## src/rtl/boot_ctl_pkg.sv

```systemverilog
// Shared types for the boot control register.
// Assumes: nothing beyond IEEE 1800-2017 enums.
package boot_ctl_pkg;
    typedef enum logic [1:0] {
        CMD_NONE = 2'd0,
        CMD_PAGE = 2'd1,
        CMD_PROG = 2'd2,
        CMD_CCLK = 2'd3
    } cmd_e;

    typedef enum logic [1:0] {
        PH_IDLE = 2'd0,
        PH_HIGH = 2'd1,
        PH_LOW  = 2'd2
    } phase_e;
endpackage

```

## src/rtl/boot_ctl_decode.sv

```systemverilog
// Address decoder: turns a write that is taken into a single command.
// Assumes the bus is synchronous to clk and that a write counts only when
// ready is high. Address bit 0 is the command value and is passed out as val.
module boot_ctl_decode
    import boot_ctl_pkg::*;
#(
    parameter int ADDR_W = 20,
    parameter logic [ADDR_W-2:0] PAGE_OFS = 'h00000,
    parameter logic [ADDR_W-2:0] PROG_OFS = 'h01000,
    parameter logic [ADDR_W-2:0] CCLK_OFS = 'h04000
) (
    input  logic              cs,
    input  logic              we,
    input  logic              ready,
    input  logic [ADDR_W-1:0] addr,
    output cmd_e              cmd,
    output logic              val
);
    logic take;

    // A write is taken when it is selected, strobed and not stalled.
    assign take = cs && we && ready;
    assign val  = addr[0];

    // Match the word offset against the three fixed command offsets.
    always_comb begin
        cmd = CMD_NONE;
        if (take) begin
            if (addr[ADDR_W-1:1] == PAGE_OFS)      cmd = CMD_PAGE;
            else if (addr[ADDR_W-1:1] == PROG_OFS) cmd = CMD_PROG;
            else if (addr[ADDR_W-1:1] == CCLK_OFS) cmd = CMD_CCLK;
        end
    end
endmodule

```

## src/rtl/boot_ctl_regs.sv

```systemverilog
// Holds the flash page bit and the program-pin state.
// Assumes commands arrive as one-cycle codes from the decoder.
module boot_ctl_regs
    import boot_ctl_pkg::*;
(
    input  logic clk,
    input  logic rst_n,
    input  cmd_e cmd,
    input  logic val,
    output logic page,
    output logic prog_on
);
    // Update the page and program state on their own commands.
    always_ff @(posedge clk) begin
        if (!rst_n) begin
            page    <= 1'b0;
            prog_on <= 1'b0;
        end else begin
            if (cmd == CMD_PAGE) page <= val;
            if (cmd == CMD_PROG) prog_on <= !val;
        end
    end

    assert_page_follows_R2: assert property (@(posedge clk) disable iff (!rst_n)
        (cmd == CMD_PAGE) |=> (page == $past(val)));
    assert_prog_follows_R4: assert property (@(posedge clk) disable iff (!rst_n)
        (cmd == CMD_PROG) |=> (prog_on == !$past(val)));
    assert_page_holds_R9: assert property (@(posedge clk) disable iff (!rst_n)
        (cmd != CMD_PAGE) |=> $stable(page));
endmodule

```

## src/rtl/boot_ctl_cclk.sv

```systemverilog
// Configuration pulse generator: one start makes one clock pulse,
// HIGH_CYC cycles high and then LOW_CYC cycles low, with the data bit
// latched at the start. busy covers both phases.
// Assumes start is issued only while busy is low.
module boot_ctl_cclk
    import boot_ctl_pkg::*;
#(
    parameter int HIGH_CYC = 2,
    parameter int LOW_CYC  = 2
) (
    input  logic clk,
    input  logic rst_n,
    input  logic start,
    input  logic din,
    output logic cclk,
    output logic cdata,
    output logic busy
);
    localparam int MAXC = (HIGH_CYC > LOW_CYC) ? HIGH_CYC : LOW_CYC;
    localparam int CW   = $clog2(MAXC) + 1;

    phase_e        phase;
    logic [CW-1:0] cnt;

    // Walk the idle, high and low phases and count each one down.
    always_ff @(posedge clk) begin
        if (!rst_n) begin
            phase <= PH_IDLE;
            cnt   <= '0;
            cdata <= 1'b0;
        end else begin
            case (phase)
                PH_IDLE: if (start) begin
                    phase <= PH_HIGH;
                    cnt   <= CW'(HIGH_CYC - 1);
                    cdata <= din;
                end
                PH_HIGH: if (cnt == '0) begin
                    phase <= PH_LOW;
                    cnt   <= CW'(LOW_CYC - 1);
                end else begin
                    cnt <= cnt - 1'b1;
                end
                PH_LOW: if (cnt == '0) phase <= PH_IDLE;
                        else cnt <= cnt - 1'b1;
                default: phase <= PH_IDLE;
            endcase
        end
    end

    assign cclk = (phase == PH_HIGH);
    assign busy = (phase != PH_IDLE);

    assert_start_raises_R5: assert property (@(posedge clk) disable iff (!rst_n)
        start |=> cclk);
    assert_low_phase_R5: assert property (@(posedge clk) disable iff (!rst_n)
        $fell(cclk) |-> busy);
    assert_data_stable_R6: assert property (@(posedge clk) disable iff (!rst_n)
        !start |=> $stable(cdata));
    assert_no_start_busy_R7: assert property (@(posedge clk) disable iff (!rst_n)
        busy |-> !start);
endmodule

```

## src/rtl/boot_ctl.sv

```systemverilog
// Boot control register top: decodes bus writes into page select,
// program-pin control and one-pulse-per-write configuration clocking,
// and returns page and program state on reads.
// Assumes a synchronous bus whose master holds a write until bus_ready.
module boot_ctl
    import boot_ctl_pkg::*;
#(
    parameter int ADDR_W   = 20,
    parameter int DATA_W   = 32,
    parameter int HIGH_CYC = 2,
    parameter int LOW_CYC  = 2
) (
    input  logic              clk,
    input  logic              rst_n,
    input  logic              bus_cs_ctrl,
    input  logic              bus_cs_flash_hi,
    input  logic [ADDR_W-1:0] bus_addr,
    input  logic [DATA_W-1:0] bus_wdata,
    input  logic              bus_we,
    output logic              bus_ready,
    output logic [DATA_W-1:0] bus_rdata,
    output logic [1:0]        flash_a_hi,
    output logic              fpga_prog_n,
    output logic              cfg_clk,
    output logic              cfg_dout
);
    cmd_e cmd;
    logic val, page, prog_on, busy;

    boot_ctl_decode #(.ADDR_W(ADDR_W)) u_decode (
        .cs(bus_cs_ctrl), .we(bus_we), .ready(bus_ready),
        .addr(bus_addr), .cmd(cmd), .val(val)
    );

    boot_ctl_regs u_regs (
        .clk(clk), .rst_n(rst_n), .cmd(cmd), .val(val),
        .page(page), .prog_on(prog_on)
    );

    boot_ctl_cclk #(.HIGH_CYC(HIGH_CYC), .LOW_CYC(LOW_CYC)) u_cclk (
        .clk(clk), .rst_n(rst_n), .start(cmd == CMD_CCLK), .din(bus_wdata[0]),
        .cclk(cfg_clk), .cdata(cfg_dout), .busy(busy)
    );

    // Stall all control writes while a pulse is in flight.
    assign bus_ready   = !busy;
    assign flash_a_hi  = {bus_cs_flash_hi, page};
    assign fpga_prog_n = !prog_on;

    // Readback of state in the two low bits.
    always_comb begin
        bus_rdata = '0;
        if (bus_cs_ctrl) bus_rdata[1:0] = {prog_on, page};
    end

    assert_reset_state_R1: assert property (@(posedge clk)
        !rst_n |=> (flash_a_hi[0] == 1'b0 && fpga_prog_n && !cfg_clk && bus_ready));
    assert_stall_R7: assert property (@(posedge clk) disable iff (!rst_n)
        (bus_we && bus_cs_ctrl && !bus_ready) |=> ($stable(fpga_prog_n) && $stable(cfg_dout)));
    assert_unmapped_R9: assert property (@(posedge clk) disable iff (!rst_n)
        (bus_we && bus_cs_ctrl && bus_ready && cmd == CMD_NONE)
        |=> ($stable(fpga_prog_n) && $stable(flash_a_hi[0]) && !cfg_clk));
endmodule

```

## config.mk

```make
export PLATFORM = sky130hd
export DESIGN_NAME = boot_ctl
export DESIGN_NICKNAME = d
export VERILOG_FILES = /design/src/rtl/boot_ctl_pkg.sv /design/src/rtl/boot_ctl_decode.sv /design/src/rtl/boot_ctl_regs.sv /design/src/rtl/boot_ctl_cclk.sv /design/src/rtl/boot_ctl.sv
export SDC_FILE = /design/constraint.sdc
export NUM_CORES = 1
export LEC_CHECK = 0
export BUFFER_PORTS_ARGS = -buffer_cell sky130_fd_sc_hd__buf_2
export CORE_MARGIN = 4
export CORE_UTILIZATION = 36
export CTS_BUF_LIST = sky130_fd_sc_hd__clkbuf_4 sky130_fd_sc_hd__clkbuf_8
export CTS_CLUSTER_DIAMETER = 80
export DETAILED_ROUTE_END_ITERATION = 7
export PLACE_DENSITY = 0.95
export SKIP_CTS_REPAIR_TIMING = 1
export SLEW_MARGIN = 20
export SYNTH_ARGS = -nofsm -noshare
export SYNTH_HDL_FRONTEND = slang
export SYNTH_SLANG_ARGS = --single-unit
```

## constraint.sdc

```tcl
create_clock -name clk -period 4.7 [get_ports clk]
set_input_delay 0.94 -clock clk [delete_from_list [all_inputs] [get_ports clk]]
set_output_delay 0.94 -clock clk [all_outputs]
set_load 0.02 [all_outputs]
```

# After elaboration in Yosys (flattened, before gate mapping)
# Cells that the tools add are included.
[word_totals]
inputBits = 57
out_inout_bits = 38
reg_bits = 7
wordCells = 42
[op_classes]
mux = 12
n_eq_ne = 11
addsub = 1
n_reduce_logical = 13
[op_table]
columns = ["cell", "n"]
rows = [
  ["2-to-1 mux 2 bit", 10],
  ["== test 19 x 13 -> 1 bit (second input constant)", 1],
  ["== test 19 x 15 -> 1 bit (second input constant)", 1],
  ["zero test 19 bit", 1],
  ["case mux 2 bit (3 select lines)", 2],
  ["== test 2 bit (second input constant)", 3],
  ["inequality test 2 x 1 -> 1 bit (second input constant)", 3],
  ["AND reduction 3 bit", 2],
  ["== test 2 x 1 -> 1 bit (second input constant)", 2],
  ["zero test 2 bit", 2],
  ["zero test 1 bit", 3],
  ["nonzero test 3 bit", 1],
  ["logical AND 1 bit", 2],
  ["inequality test 2 bit (second input constant)", 1],
  ["AND reduction 2 bit", 1],
  ["nonzero test 2 bit", 1],
  ["subtractor 2 x 1 -> 2 bit (second input constant)", 1],
]

# Depth between registers and ports, before layout
[depth]
word_depth = 8
depth_mapped = 7
mapped_depth_nobuf = 7

# Cells and area by module
# A second synthesis with hierarchy kept.
[unflattened]
hier_cells = 102
hier_area_um2 = 829.5
[modules_own_cells]
columns = ["module", "area_per_inst_um2", "cells_per_inst", "seq_area_each_um2", "instances"]
rows = [
  ["boot_ctl_cclk", 380.4, 44, 100.1, 1],
  ["boot_ctl", 270.3, 38, 0.0, 1],
  ["boot_ctl_decode", 91.3, 11, 0.0, 1],
  ["boot_ctl_regs", 87.6, 9, 40.0, 1],
]

# Worst setup path after synthesis
# OpenSTA, ideal clock, no wires.
[synth_timing]
path_kind = "input to register"
start = "input bus_addr[4]"
end = "register u_cclk.phase[1]"
t_arrival_ns = 2.053
n_path_buf = 0
stages = 5
required_ns = 4.584
setup_ns = 0.116
path_slack_ns = 2.531
path_cell_list = "nor4_2 -> nand3_2 -> o41ai_4 -> a211oi_1 -> a41o_1"
[synth_via]
elab_chain_len = 8
elab_cells_between_ends = 10
cone_classes = "4 x eq/ne; 4 x mux; 2 x reduce/logical"
[synth_lines]
columns = ["element", "line_no", "rtl"]
rows = [
  ["from (decl)", "boot_ctl.sv:17", "input logic [ADDR_W-1:0] bus_addr,"],
  ["== test 19 x 15 -> 1 bit", "boot_ctl_decode.sv:31", "else if (addr[ADDR_W-1:1] == CCLK_OFS) cmd = CMD_CCLK;"],
  ["2-to-1 mux 2 bit", "boot_ctl_decode.sv:31", ""],
  ["2-to-1 mux 2 bit", "boot_ctl_decode.sv:30", "else if (addr[ADDR_W-1:1] == PROG_OFS) cmd = CMD_PROG;"],
  ["2-to-1 mux 2 bit (*)", "boot_ctl_decode.sv:29", "if (addr[ADDR_W-1:1] == PAGE_OFS) cmd = CMD_PAGE;"],
  ["2-to-1 mux 2 bit (*)", "boot_ctl_decode.sv:28", "if (take) begin"],
  ["== test 2 bit (*)", "boot_ctl.sv:41", ".clk(clk), .rst_n(rst_n), .start(cmd == CMD_CCLK), .din(bus_wdata[0]),"],
  ["inequality test 2 x 1 -> 1 bit (no line) (*)", "-", ""],
  ["AND reduction 3 bit (no line) (*)", "-", ""],
  ["to (signal assigned)", "boot_ctl_cclk.sv:28", "phase <= PH_IDLE;"],
  ["to (signal assigned)", "boot_ctl_cclk.sv:34", "phase <= PH_HIGH;"],
  ["to (signal assigned)", "boot_ctl_cclk.sv:39", "phase <= PH_LOW;"],
  ["to (decl)", "boot_ctl_cclk.sv:22", "phase_e phase;"],
]
# Every way passes the cells marked *; elsewhere a longest branch is shown, timed or not.
# A chain may end at the register's enable or synchronous reset.

# Worst setup path in the final report
[layout_timing]
start = "input bus_cs_ctrl"
end = "output bus_rdata[0]"
[layout_via]
elab_chain_len = 1
[layout_lines]
columns = ["element", "line_no", "rtl"]
rows = [
  ["from (decl)", "boot_ctl.sv:15", "input logic bus_cs_ctrl,"],
  ["2-to-1 mux 2 bit", "boot_ctl.sv:53", "if (bus_cs_ctrl) bus_rdata[1:0] = {prog_on, page};"],
  ["to (decl)", "boot_ctl.sv:21", "output logic [DATA_W-1:0] bus_rdata,"],
]
# Every way passes these cells.

==> results by group <==
Critical path
  • Worst R2R Setup Slack: roughly 2700 ps
  • Critical Path, Cell by Cell: buf_2 > and2_1 > buf_2
  • Worst path max stage delay: 150 ps
  • Reg-to-Reg Start: u_cclk.phase[1]$_SDFFE_PN0P_
  • Worst endpoint required time: around 3800 ps
  • CP Launch Point: bus_cs_ctrl
  • Critical Path AT: about 1300 ps
  • Cell mode on critical path: buf_2
  • Capturing point of the worst reg2reg path: u_cclk.phase[1]$_SDFFE_PN0P_
  • Peak fanout along the critical path: 3
  • Startpoint types: input pin
  • Worst Reg-to-Reg Cells: 7
  • CP Class: in -> out
  • Crit-path slowest cell: buf_2
  • Crit path capture type: primary output

Finish
  • Filler cell count: 221
  • Register area: ~140 µm²
  • Commonest non-fill, non-tap cell in the layout: buf_2
  • Final core utilization: between 40 and 50%
  • Diode count: 0
  • Multi-input logic area: approximately 480 µm²
  • Area Overhead vs Synth: 11.24%
  • Share of layout cells above drive strength 1: approximately a third
  • Design area: 867.1 µm²
  • Fin nets: between 150 and 200
  • Most frequent cells in the layout: 31 x buf_2, 30 x conb_1, 8 x inv_1

Die
  • Die Ht: around 55 µm
  • Die footprint: approximately 0.003 mm²
  • Initial Utilization: about two fifths
  • Number of cell rows: 16
  • # IOs: 95
  • CORE AREA: between 0.002 and 0.0025 mm²
  • Die X: approximately 55 µm

Hold path
  • Hold Crit Depth: 2
  • Min-delay src: u_cclk.cnt[1]$_SDFFE_PN0P_
  • Hold Path Class: reg -> reg
  • Worst Hold End: u_cclk.cnt[1]$_SDFFE_PN0P_

Routing
  • Routed WL per cell: 9.387 µm
  • DRC errors left: 0
  • DR iter-0 viols: 6
  • Routed wire length: ~1.4 mm
  • Drt first pass iters: 4
  • Via count: between 600 and 700
  • Antenna Violating Nets Remaining: 0
  • Drt via density: between 4 and 5

Synthesis
  • Largest family of logic cells by synthesized area: buffers and inverters
  • Register bit total from synthesis: 7
  • Mapped Cells: just over 90
  • Post-Synth Simple-Gate Area: between 20 and 25%
  • Compound-gate portion of the synthesized area: 12.04%
  • Post-Synth XOR/XNOR Area: 0%
  • Synth unique cells: 26
  • YS warnings: 0
  • Syn Std Cell Area: 779.5 µm²
  • Sequential area share after synthesis: 17.98%
  • Adder-cell area share of the yosys netlist: under 10%
  • Multiplexer share of the synthesized area: about 5.1%
  • Avg Cell Area, Syn: roughly 8.6 µm²

Clock network
  • CTS Buffer Depth: 2
  • Clock sink count: 7
  • CTS tree: done
  • Skew-Pair Late Insertion Delay: between 200 and 300 ps
  • H-tree depth: 1
  • CTS buffer count: 3
  • Clock Pin Slew Worst Setup and Hold Paths: 50 ps
  • Root Buffer Master: clkbuf_4

Power
  • Clock group share of total power: between 30 and 40%
  • Worst-case vdd ir drop: approximately 0.00012 V
  • Combinational share of power: a little under a quarter
  • Net Sw Frac: between 30% and 40%
  • Leak: approximately 0.47 nW
  • P_sw: ~51 µW
  • Total Power: between 150 and 200 µW
  • Internal power: roughly 110 µW
  • Cell Pwr Density: between 150 and 200 mW/mm²
  • Reg power frac: a little under two fifths

Run status
  • Status: complete, no violations

Global route
  • Initial antenna violation count: 0
  • First-pass GRT wire length: between 2 and 2.5 mm
  • Largest net degree at the start of global routing: 6
  • GRT overflow: 0
  • Vias in the first global route: 519
  • Tot GR Track Use: 10.02%

Timing
  • RSZ-0062 raised after global routing: false
  • Period Utilization, post-route: around half
  • Max Fclk: between 0.4 and 0.5 GHz
  • Final Max Slew Viols: 0
  • Setup Skew: between 1.5 and 2 ps
  • Setup TNS: 0 ps
  • Post-layout min period: roughly 2300 ps
  • Final setup vio count: 0
  • Final Hold Viols: 0

Place
  • IO Port Bufs: 31
  • Post-DP HPWL: 1.285 mm
  • Placed cell area: ~840 µm²
  • GPL Wtd Cong: just under 0.8

Run
  • Maxcap violations: 0
==> power groups by stage <==
stage | combinational (mW) | clock (mW) | sequential [mW]
2_1_floorplan | 0.0443 | 0 | 0.0606
3_3_place_gp | 0.0358 | 0 | 0.0606
3_5_place_dp | 0.0361 | 0 | 0.0606
4_1_cts | 0.0362 | 0.0642 | 0.0594
5_1_grt | 0.0406 | 0.0686 | 0.0593
6_report | 0.0368 | 0.0608 | 0.0594
==> kinds of logic after synthesis <==
family	count (synthesis)
AO/OA/AOI/OAI	11
flip-flops	7
adder cells (fa/ha/maj)	6
other	1
buffers and inverters	40
AND/OR/NAND/NOR	22
multiplexers	4
==> worst max-delay path: cells and delay by family <==
family,cells,cell delay (ps)
buffers and inverters,2,260
and+or+nand+nor,1,140
==> cells in the mapped netlist <==
library cell  instances  share of area [%]
o41ai_4               1                3.5
nand2_1               4                1.9
ha_1                  6                9.6
a21oi_1               4                2.6
dfxtp_1               7                 18
o21a_1                1               0.96
a41o_1                1                1.3
nor4_2                1                1.6
nor4b_1               1                1.1
inv_1                 8                3.9
and2_1                3                2.4
nand3_1               1               0.64
o21bai_1              1               0.96
nand3_2               1                1.3
a211oi_1              1               0.96
and2b_2               1                1.1
a311oi_1              1                1.1
nor4_1                4                3.2
nor4b_4               1                3.0
nor2_1                3                1.4
nor3_1                1               0.64
and4bb_2              1                1.6
mux2i_1               4                5.1
conb_1                1               0.48
o21ai_0               1               0.64
buf_4                32                 31
==> routing by layer <==
metal | global-route usage, % | part of all wire [%]
met1 | 9.385 | 32
met2 | 18.73 | 52
met3 | 1.907 | 14
met4 | 7.884 | 2.1
met5 | 0 | 0
==> cell type report <==
class / count / share of cell area, %
sequential: 7 / 16.16
inverter: 8 / 3.463
timing repair buffer: 31 / 17.89
tap: 27 / 3.896
multi-input combinational: 73 / 55.12
clock buffer: 4 / 3.463
==> worst max path at each step <==
stage,to,slack [ps],cells past startpoint
after floorplan,u_cclk.phase[1]$_SDFFE_PN0P_,2530,5
after global placement,u_cclk.phase[1]$_SDFFE_PN0P_,2280,6
after detailed placement,u_cclk.phase[1]$_SDFFE_PN0P_,2280,6
after CTS,bus_rdata[0],2420,3
after global routing,u_cclk.cnt[0]$_SDFFE_PN0P_,2370,6
final,bus_rdata[0],2420,3
==> sequential cells by signal, summed over array words and instances (netlist names) <==
register,cells
u_regs.prog_on,1
u_cclk.phase,2
u_cclk.cdata,1
u_regs.page,1
u_cclk.cnt,2
==> through the flow <==
| step | setup WS [ps] | hold slack [ps] | instances |
|---|---|---|---|
| 2_1_floorplan | 2531 | 454.8 | 120 |
| 3_3_place_gp | 2282 | 473.3 | 146 |
| 3_5_place_dp | 2275 | 482.1 | 146 |
| 4_1_cts | 2417 | 492.7 | 150 |
| 5_1_grt | 2372 | 529.0 | 150 |
| 6_report | 2421 | 484.4 | 150 |
(Power assumes the default switching activity.)
